[src/rtl/or_exec_pkg.sv]
package or_exec_pkg;
  localparam int REG_W  = 64;
  localparam int IMM_W  = 32;
  localparam int FLAG_W = 6;
  localparam int NUM_SZ = 4;

  localparam int FL_CARRY  = 0;
  localparam int FL_PARITY = 1;
  localparam int FL_AUX    = 2;
  localparam int FL_ZERO   = 3;
  localparam int FL_SIGN   = 4;
  localparam int FL_OVER   = 5;

  typedef enum logic [1:0] {
    OPSZ_8  = 2'd0,
    OPSZ_16 = 2'd1,
    OPSZ_32 = 2'd2,
    OPSZ_64 = 2'd3
  } opsz_e;

  function automatic logic [REG_W-1:0] size_mask(input logic [1:0] sz);
    logic [REG_W-1:0] m;
    case (sz)
      OPSZ_8:  m = {{(REG_W-8){1'b0}}, 8'hFF};
      OPSZ_16: m = {{(REG_W-16){1'b0}}, 16'hFFFF};
      OPSZ_32: m = {{(REG_W-32){1'b0}}, 32'hFFFF_FFFF};
      default: m = {REG_W{1'b1}};
    endcase
    return m;
  endfunction
endpackage

[src/rtl/or_imm_extend.sv]
module or_imm_extend
  import or_exec_pkg::*;
#(
  parameter int W  = REG_W,
  parameter int IW = IMM_W
) (
  input  logic [IW-1:0] imm,
  input  logic          short_form,
  input  logic          sext,
  input  logic [1:0]    size,
  output logic [W-1:0]  ext
);
  localparam int PAD_S = W - 8;
  localparam int PAD_L = W - IW;

  logic [W-1:0] short_val;
  logic [W-1:0] long_val;

  always_comb begin
    if (sext && size != OPSZ_8)
      short_val = {{PAD_S{imm[7]}}, imm[7:0]};
    else
      short_val = {{PAD_S{1'b0}}, imm[7:0]};
    if (size == OPSZ_64)
      long_val = {{PAD_L{imm[IW-1]}}, imm};
    else
      long_val = {{PAD_L{1'b0}}, imm};
    ext = (short_form ? short_val : long_val) & size_mask(size);
  end
endmodule

[src/rtl/or_sized_core.sv]
module or_sized_core
  import or_exec_pkg::*;
#(
  parameter int W = REG_W
) (
  input  logic [W-1:0] dst,
  input  logic [W-1:0] src,
  input  logic [1:0]   size,
  input  logic         hi_byte,
  output logic [W-1:0] res,
  output logic         zero,
  output logic         sign,
  output logic         parity
);
  logic [W-1:0] a_op;
  logic [W-1:0] b_op;
  logic [NUM_SZ-1:0] zero_by_sz;
  logic [NUM_SZ-1:0] sign_by_sz;

  always_comb begin
    if (hi_byte && size == OPSZ_8)
      a_op = {{(W-8){1'b0}}, dst[15:8]};
    else
      a_op = dst & size_mask(size);
    b_op = src & size_mask(size);
    res  = a_op | b_op;
  end

  for (genvar g = 0; g < NUM_SZ; g++) begin : g_lane
    localparam int LW = 8 << g;
    assign zero_by_sz[g] = ~|res[LW-1:0];
    assign sign_by_sz[g] = res[LW-1];
  end

  assign zero   = zero_by_sz[size];
  assign sign   = sign_by_sz[size];
  assign parity = ~^res[7:0];
endmodule

[src/rtl/or_reg_merge.sv]
module or_reg_merge
  import or_exec_pkg::*;
#(
  parameter int W = REG_W
) (
  input  logic [W-1:0] dst,
  input  logic [W-1:0] res,
  input  logic [1:0]   size,
  input  logic         hi_byte,
  output logic [W-1:0] merged
);
  always_comb begin
    case (size)
      OPSZ_8: begin
        if (hi_byte) merged = {dst[W-1:16], res[7:0], dst[7:0]};
        else         merged = {dst[W-1:8], res[7:0]};
      end
      OPSZ_16: merged = {dst[W-1:16], res[15:0]};
      OPSZ_32: merged = {{(W-32){1'b0}}, res[31:0]};
      default: merged = res;
    endcase
  end
endmodule

[src/rtl/or_exec_unit.sv]
module or_exec_unit
  import or_exec_pkg::*;
(
  input  logic              clk,
  input  logic              rst_n,
  input  logic              in_valid,
  output logic              in_ready,
  input  logic [63:0]       in_dst,
  input  logic [63:0]       in_src,
  input  logic [31:0]       in_imm,
  input  logic              in_src_imm,
  input  logic              in_imm_short,
  input  logic              in_sext,
  input  logic [1:0]        in_size,
  input  logic              in_hi_byte,
  input  logic [5:0]        in_flags,
  output logic              out_valid,
  input  logic              out_ready,
  output logic [63:0]       out_result,
  output logic [5:0]        out_flags
);
  logic [REG_W-1:0]  imm_ext;
  logic [REG_W-1:0]  src_op;
  logic [REG_W-1:0]  sized_res;
  logic [REG_W-1:0]  merged;
  logic              f_zero, f_sign, f_parity;
  logic [FLAG_W-1:0] nxt_flags;
  logic              take;

  logic              vld_q;
  logic [REG_W-1:0]  res_q;
  logic [FLAG_W-1:0] flg_q;

  or_imm_extend #(.W(REG_W), .IW(IMM_W)) u_ext (
    .imm(in_imm), .short_form(in_imm_short), .sext(in_sext),
    .size(in_size), .ext(imm_ext)
  );

  assign src_op = in_src_imm ? imm_ext : in_src;

  or_sized_core #(.W(REG_W)) u_core (
    .dst(in_dst), .src(src_op), .size(in_size), .hi_byte(in_hi_byte),
    .res(sized_res), .zero(f_zero), .sign(f_sign), .parity(f_parity)
  );

  or_reg_merge #(.W(REG_W)) u_merge (
    .dst(in_dst), .res(sized_res), .size(in_size), .hi_byte(in_hi_byte),
    .merged(merged)
  );

  always_comb begin
    nxt_flags            = in_flags;
    nxt_flags[FL_CARRY]  = 1'b0;
    nxt_flags[FL_OVER]   = 1'b0;
    nxt_flags[FL_ZERO]   = f_zero;
    nxt_flags[FL_SIGN]   = f_sign;
    nxt_flags[FL_PARITY] = f_parity;
  end

  assign in_ready = !vld_q || out_ready;
  assign take     = in_valid && in_ready;

  always_ff @(posedge clk or negedge rst_n) begin
    if (!rst_n) begin
      vld_q <= 1'b0;
      res_q <= '0;
      flg_q <= '0;
    end else begin
      if (take) begin
        vld_q <= 1'b1;
        res_q <= merged;
        flg_q <= nxt_flags;
      end else if (out_ready) begin
        vld_q <= 1'b0;
      end
    end
  end

  assign out_valid  = vld_q;
  assign out_result = res_q;
  assign out_flags  = flg_q;
endmodule

[config.mk]
export PLATFORM = sky130hd
export DESIGN_NAME = or_exec_unit
export DESIGN_NICKNAME = d
export VERILOG_FILES = /design/src/rtl/or_exec_pkg.sv /design/src/rtl/or_imm_extend.sv /design/src/rtl/or_sized_core.sv /design/src/rtl/or_reg_merge.sv /design/src/rtl/or_exec_unit.sv
export SDC_FILE = /design/constraint.sdc
export NUM_CORES = 1
export LEC_CHECK = 0
export CAP_MARGIN = 30
export CORE_ASPECT_RATIO = 0.7
export CORE_MARGIN = 2
export CORE_UTILIZATION = 44
export DETAILED_ROUTE_END_ITERATION = 16
export GPL_TIMING_DRIVEN = 0
export PLACE_DENSITY_LB_ADDON = 0.15
export SLEW_MARGIN = 15
export SYNTH_ARGS = -nofsm -noshare
export SYNTH_HDL_FRONTEND = slang
export SYNTH_HIERARCHICAL = 1
export SYNTH_SLANG_ARGS = --single-unit
[constraint.sdc]
create_clock -name clk -period 1.8 [get_ports clk]
set_clock_uncertainty 0.15 [all_clocks]
set_input_delay 0.18 -clock clk [delete_from_list [all_inputs] [get_ports clk]]
set_output_delay 0.18 -clock clk [all_outputs]
set_load 0.01 [all_outputs]
==> impl_metrics.env <==
export IMPL_status="complete, but fails checks"
export IMPL_violations="negative setup slack"
export IMPL_comb_power_share_pct=39.8
export IMPL_grt_pass1_wl_mm=31.91
export IMPL_synth_cell_types=43
export IMPL_cp_end_kind="register"
export IMPL_synth_top_area_share_pct=28.97
export IMPL_initial_core_util_pct=45.21
export IMPL_tightest_slew_ps=693.5
export IMPL_root_buffer="clkbuf_16"
export IMPL_p_seq_share_pct=30.3
export IMPL_cts_made_buffers=9
export IMPL_ys_flop_type="dfrtp_1"
export IMPL_die_area_um2=14510
export IMPL_reg2regPathDepth=5
export IMPL_setup_viol=5
export IMPL_p_leak_nw=4.166
export IMPL_switching_power_mw=1.861
export IMPL_cp_slowest_cell="or4b_1"
export IMPL_dp_hpwl_mm=14.89
export IMPL_crit_fanout=5
export IMPL_rrSetupSlack_ps=260
export IMPL_placed_cell_area_um2=8765
export IMPL_cts_sinks=69
export IMPL_path_class="input port to register"
export IMPL_syn_to_final_growth_pct=64.16
export IMPL_whs_ps=153.5
export IMPL_path_clk_slew_ps=60
export IMPL_critical_path_cell_chain="buf_12 > buf_8 > nor3b_4 > buf_4 > buf_6 > nor2b_4 > a211oi_4 > ha_4 > nand4_1 > or4b_1 > nor4_2 > o211a_1 > mux2_4"
export IMPL_powerDensity_nw_per_um2=658.7
export IMPL_grt_overflow_total=0
export IMPL_core_area_um2=13180
export IMPL_io_pins=248
export IMPL_seq_area_frac_synth_pct=28.97
export IMPL_arrival_ps=2660
export IMPL_ys_warn_count=6
export IMPL_gp_congestion=0.8826
export IMPL_die_y_um=101.4
export IMPL_post_route_cell_area_um2=9783
export IMPL_synth_most_common_cell="mux2_2"
export IMPL_min_path_type="input port to async pin"
export IMPL_post_route_period_util_pct=141.1
export IMPL_wire_per_inst_um=19.16
export IMPL_power_internal_mw=4.584
export IMPL_drv_cap=0
export IMPL_p_total_mw=6.445
export IMPL_routed_wl_mm=20.76
export IMPL_crit_required_ps=1920
export IMPL_grt_pass1_vias=6050
export IMPL_syn_avg_cell_area_um2=9.722
export IMPL_finalWorstSetupSlack_ps=-740.1
export IMPL_async_reset_ff_share_pct=100.0
export IMPL_ys_top_cells_by_count="mux2_2, nor2_1, dfrtp_1"
export IMPL_setup_worst_path_start="in_size[0]"
export IMPL_preCtsSetupSlack_ps=-1832
export IMPL_cp_start_kind="input port"
export IMPL_fin_nets=1073
export IMPL_slew_headroom_pct=53.77
export IMPL_drt_initial_drc_count=272
export IMPL_hold_viol=0
export IMPL_cts_tree="done"
export IMPL_ir_drop_v=0.0005313
export IMPL_setup_tns_final_ps=-1100
export IMPL_antenna_found_initial=0
export IMPL_ys_ff_latch=69
export IMPL_fp_dieW_um=143.1
export IMPL_antennaDiodeCount=0
export IMPL_clkPwrFrac_pct=29.8
export IMPL_synth_edff_count=0
export IMPL_syn_cell_area_um2=5959
export IMPL_synthCells=613
export IMPL_track_usage_pct=28.43
export IMPL_r2r_end="out_result[55]"
export IMPL_switching_share_pct=28.87
export IMPL_route_detailed_drc=0
export IMPL_r2r_start="out_valid"
export IMPL_row_count=35
export IMPL_vias_per_cell=5.421
export IMPL_period_needed_ps=2540
export IMPL_grt_max_degree=46
export IMPL_rsz0062_at_grt="yes"
export IMPL_htreeDepth=3
export IMPL_ys_top_cells_by_area="dfrtp_1, mux2_2, nor2_1"
export IMPL_crit_path_max_incr_delay_ps=540
export IMPL_vias=5871
export IMPL_synth_top_area_cell="dfrtp_1"
export IMPL_max_freq_mhz=393.7
export IMPL_report_final_slew_viol_count=0
export IMPL_portBuffers=232
export IMPL_drive_above_1_share_pct=39.87
export IMPL_postRouteAntennaNets=0
export IMPL_drtPass1Iterations=5
export IMPL_clk_latency_ps=330
export IMPL_cts_buffer_depth=2
-- logic make-up (layout without fill, tap and decap cells) --
| group | count (synthesis) | count (layout) | share of synthesized area, % |
|---|---|---|---|
| adders and majority gates | 4 | 4 | 0.8398 |
| AOI/OAI and AO/OA | 89 | 90 | 11.67 |
| DFF | 69 | 69 | 28.97 |
| and+or+nand+nor | 190 | 190 | 16.08 |
| muxes | 164 | 164 | 32.08 |
| buffers and inverters | 93 | 376 | 9.847 |
| other | 1 | 2 | 0.06293 |
| xor gates and xnor gates | 3 | 3 | 0.4410 |
-- routing by layer --
metal / vias to the layer above / share of wire, % / GRT usage (%)
li1: 2712 / - / -
met1: 2867 / 43 / 37.89
met2: 260 / 47 / 46.49
met3: 32 / 8.4 / 7.565
met4: 0 / 1.4 / 6.778
met5: - / 0 / 0
-- worst max-delay path by stage --
stage          slack (ps)              to
3_5_place_dp        -1830    out_flags[3]
5_1_grt              -830    out_flags[3]
4_1_cts              -730    out_flags[3]
2_1_floorplan        -560    out_flags[3]
3_3_place_gp        -2180  out_result[50]
6_report             -740    out_flags[3]
-- state kept, by name, summed over array words and instances (netlist names) --
signal	cells
out_flags	4
out_result	64
out_valid	1
-- power groups by stage --
stage,combinational (mW),sequential [mW],clock [mW]
3_3_place_gp,2.30,1.97,0
4_1_cts,2.52,1.95,1.96
2_1_floorplan,1.03,2.08,0
6_report,2.57,1.96,1.92
3_5_place_dp,2.35,1.98,0
5_1_grt,2.73,1.99,2.03
-- layout make-up --
class / count / area, µm²
buffer: 77 / 628.1
clock buffer: 10 / 229.0
clock inverter: 6 / 87.58
fill: 949 / 3398
inverter: 13 / 48.80
multi-input combinational: 453 / 4073
sequential: 69 / 1727
tap: 185 / 231.5
timing repair buffer: 270 / 2759
-- metrics by stage --
step | util [%] | std cells
finish | 74.22 | 1083
floorplan | - | 614
CTS | 73.63 | 1088
global placement | 66.09 | 1031
detailed placement | 66.49 | 1033
global route | 74.22 | 1083
-- critical path, delay by kind of cell --
family	cells	cell delay (ps)
and+or+nand+nor	5	1260
adders and majority gates	1	170
muxes	1	130
AOI/OAI and AO/OA	2	420
buffers and inverters	4	500
-- cell usage in the layout (no fill, tap or decap), types with 12 or more instances in the layout --
cell | synthesis | routed
mux2_2 | 136 | 113
buf_4 | 42 | 50
buf_6 | 7 | 28
buf_2 | 22 | 19
nor2_1 | 110 | 96
nand2b_1 | 25 | 24
a22o_1 | 32 | 32
nor2_2 | 0 | 12
mux2_4 | 20 | 43
o21ai_0 | 18 | 12
clkdlybuf4s50_1 | 0 | 224
dfrtp_1 | 69 | 69
-- what timing repair did --
| action | CTS | global route |
|---|---|---|
| endpoints found under the setup margin | 67 | 56 |
| hold buffers | 1 | 0 |
| gates cloned | 4 | 0 |
| hold endpoints to repair | 69 | 0 |
| resized for setup | 89 | 59 |
| pin swaps | 26 | 26 |
| buffers inserted | 35 | 5 |
Note: power is estimated with default switching activity, not from simulation.
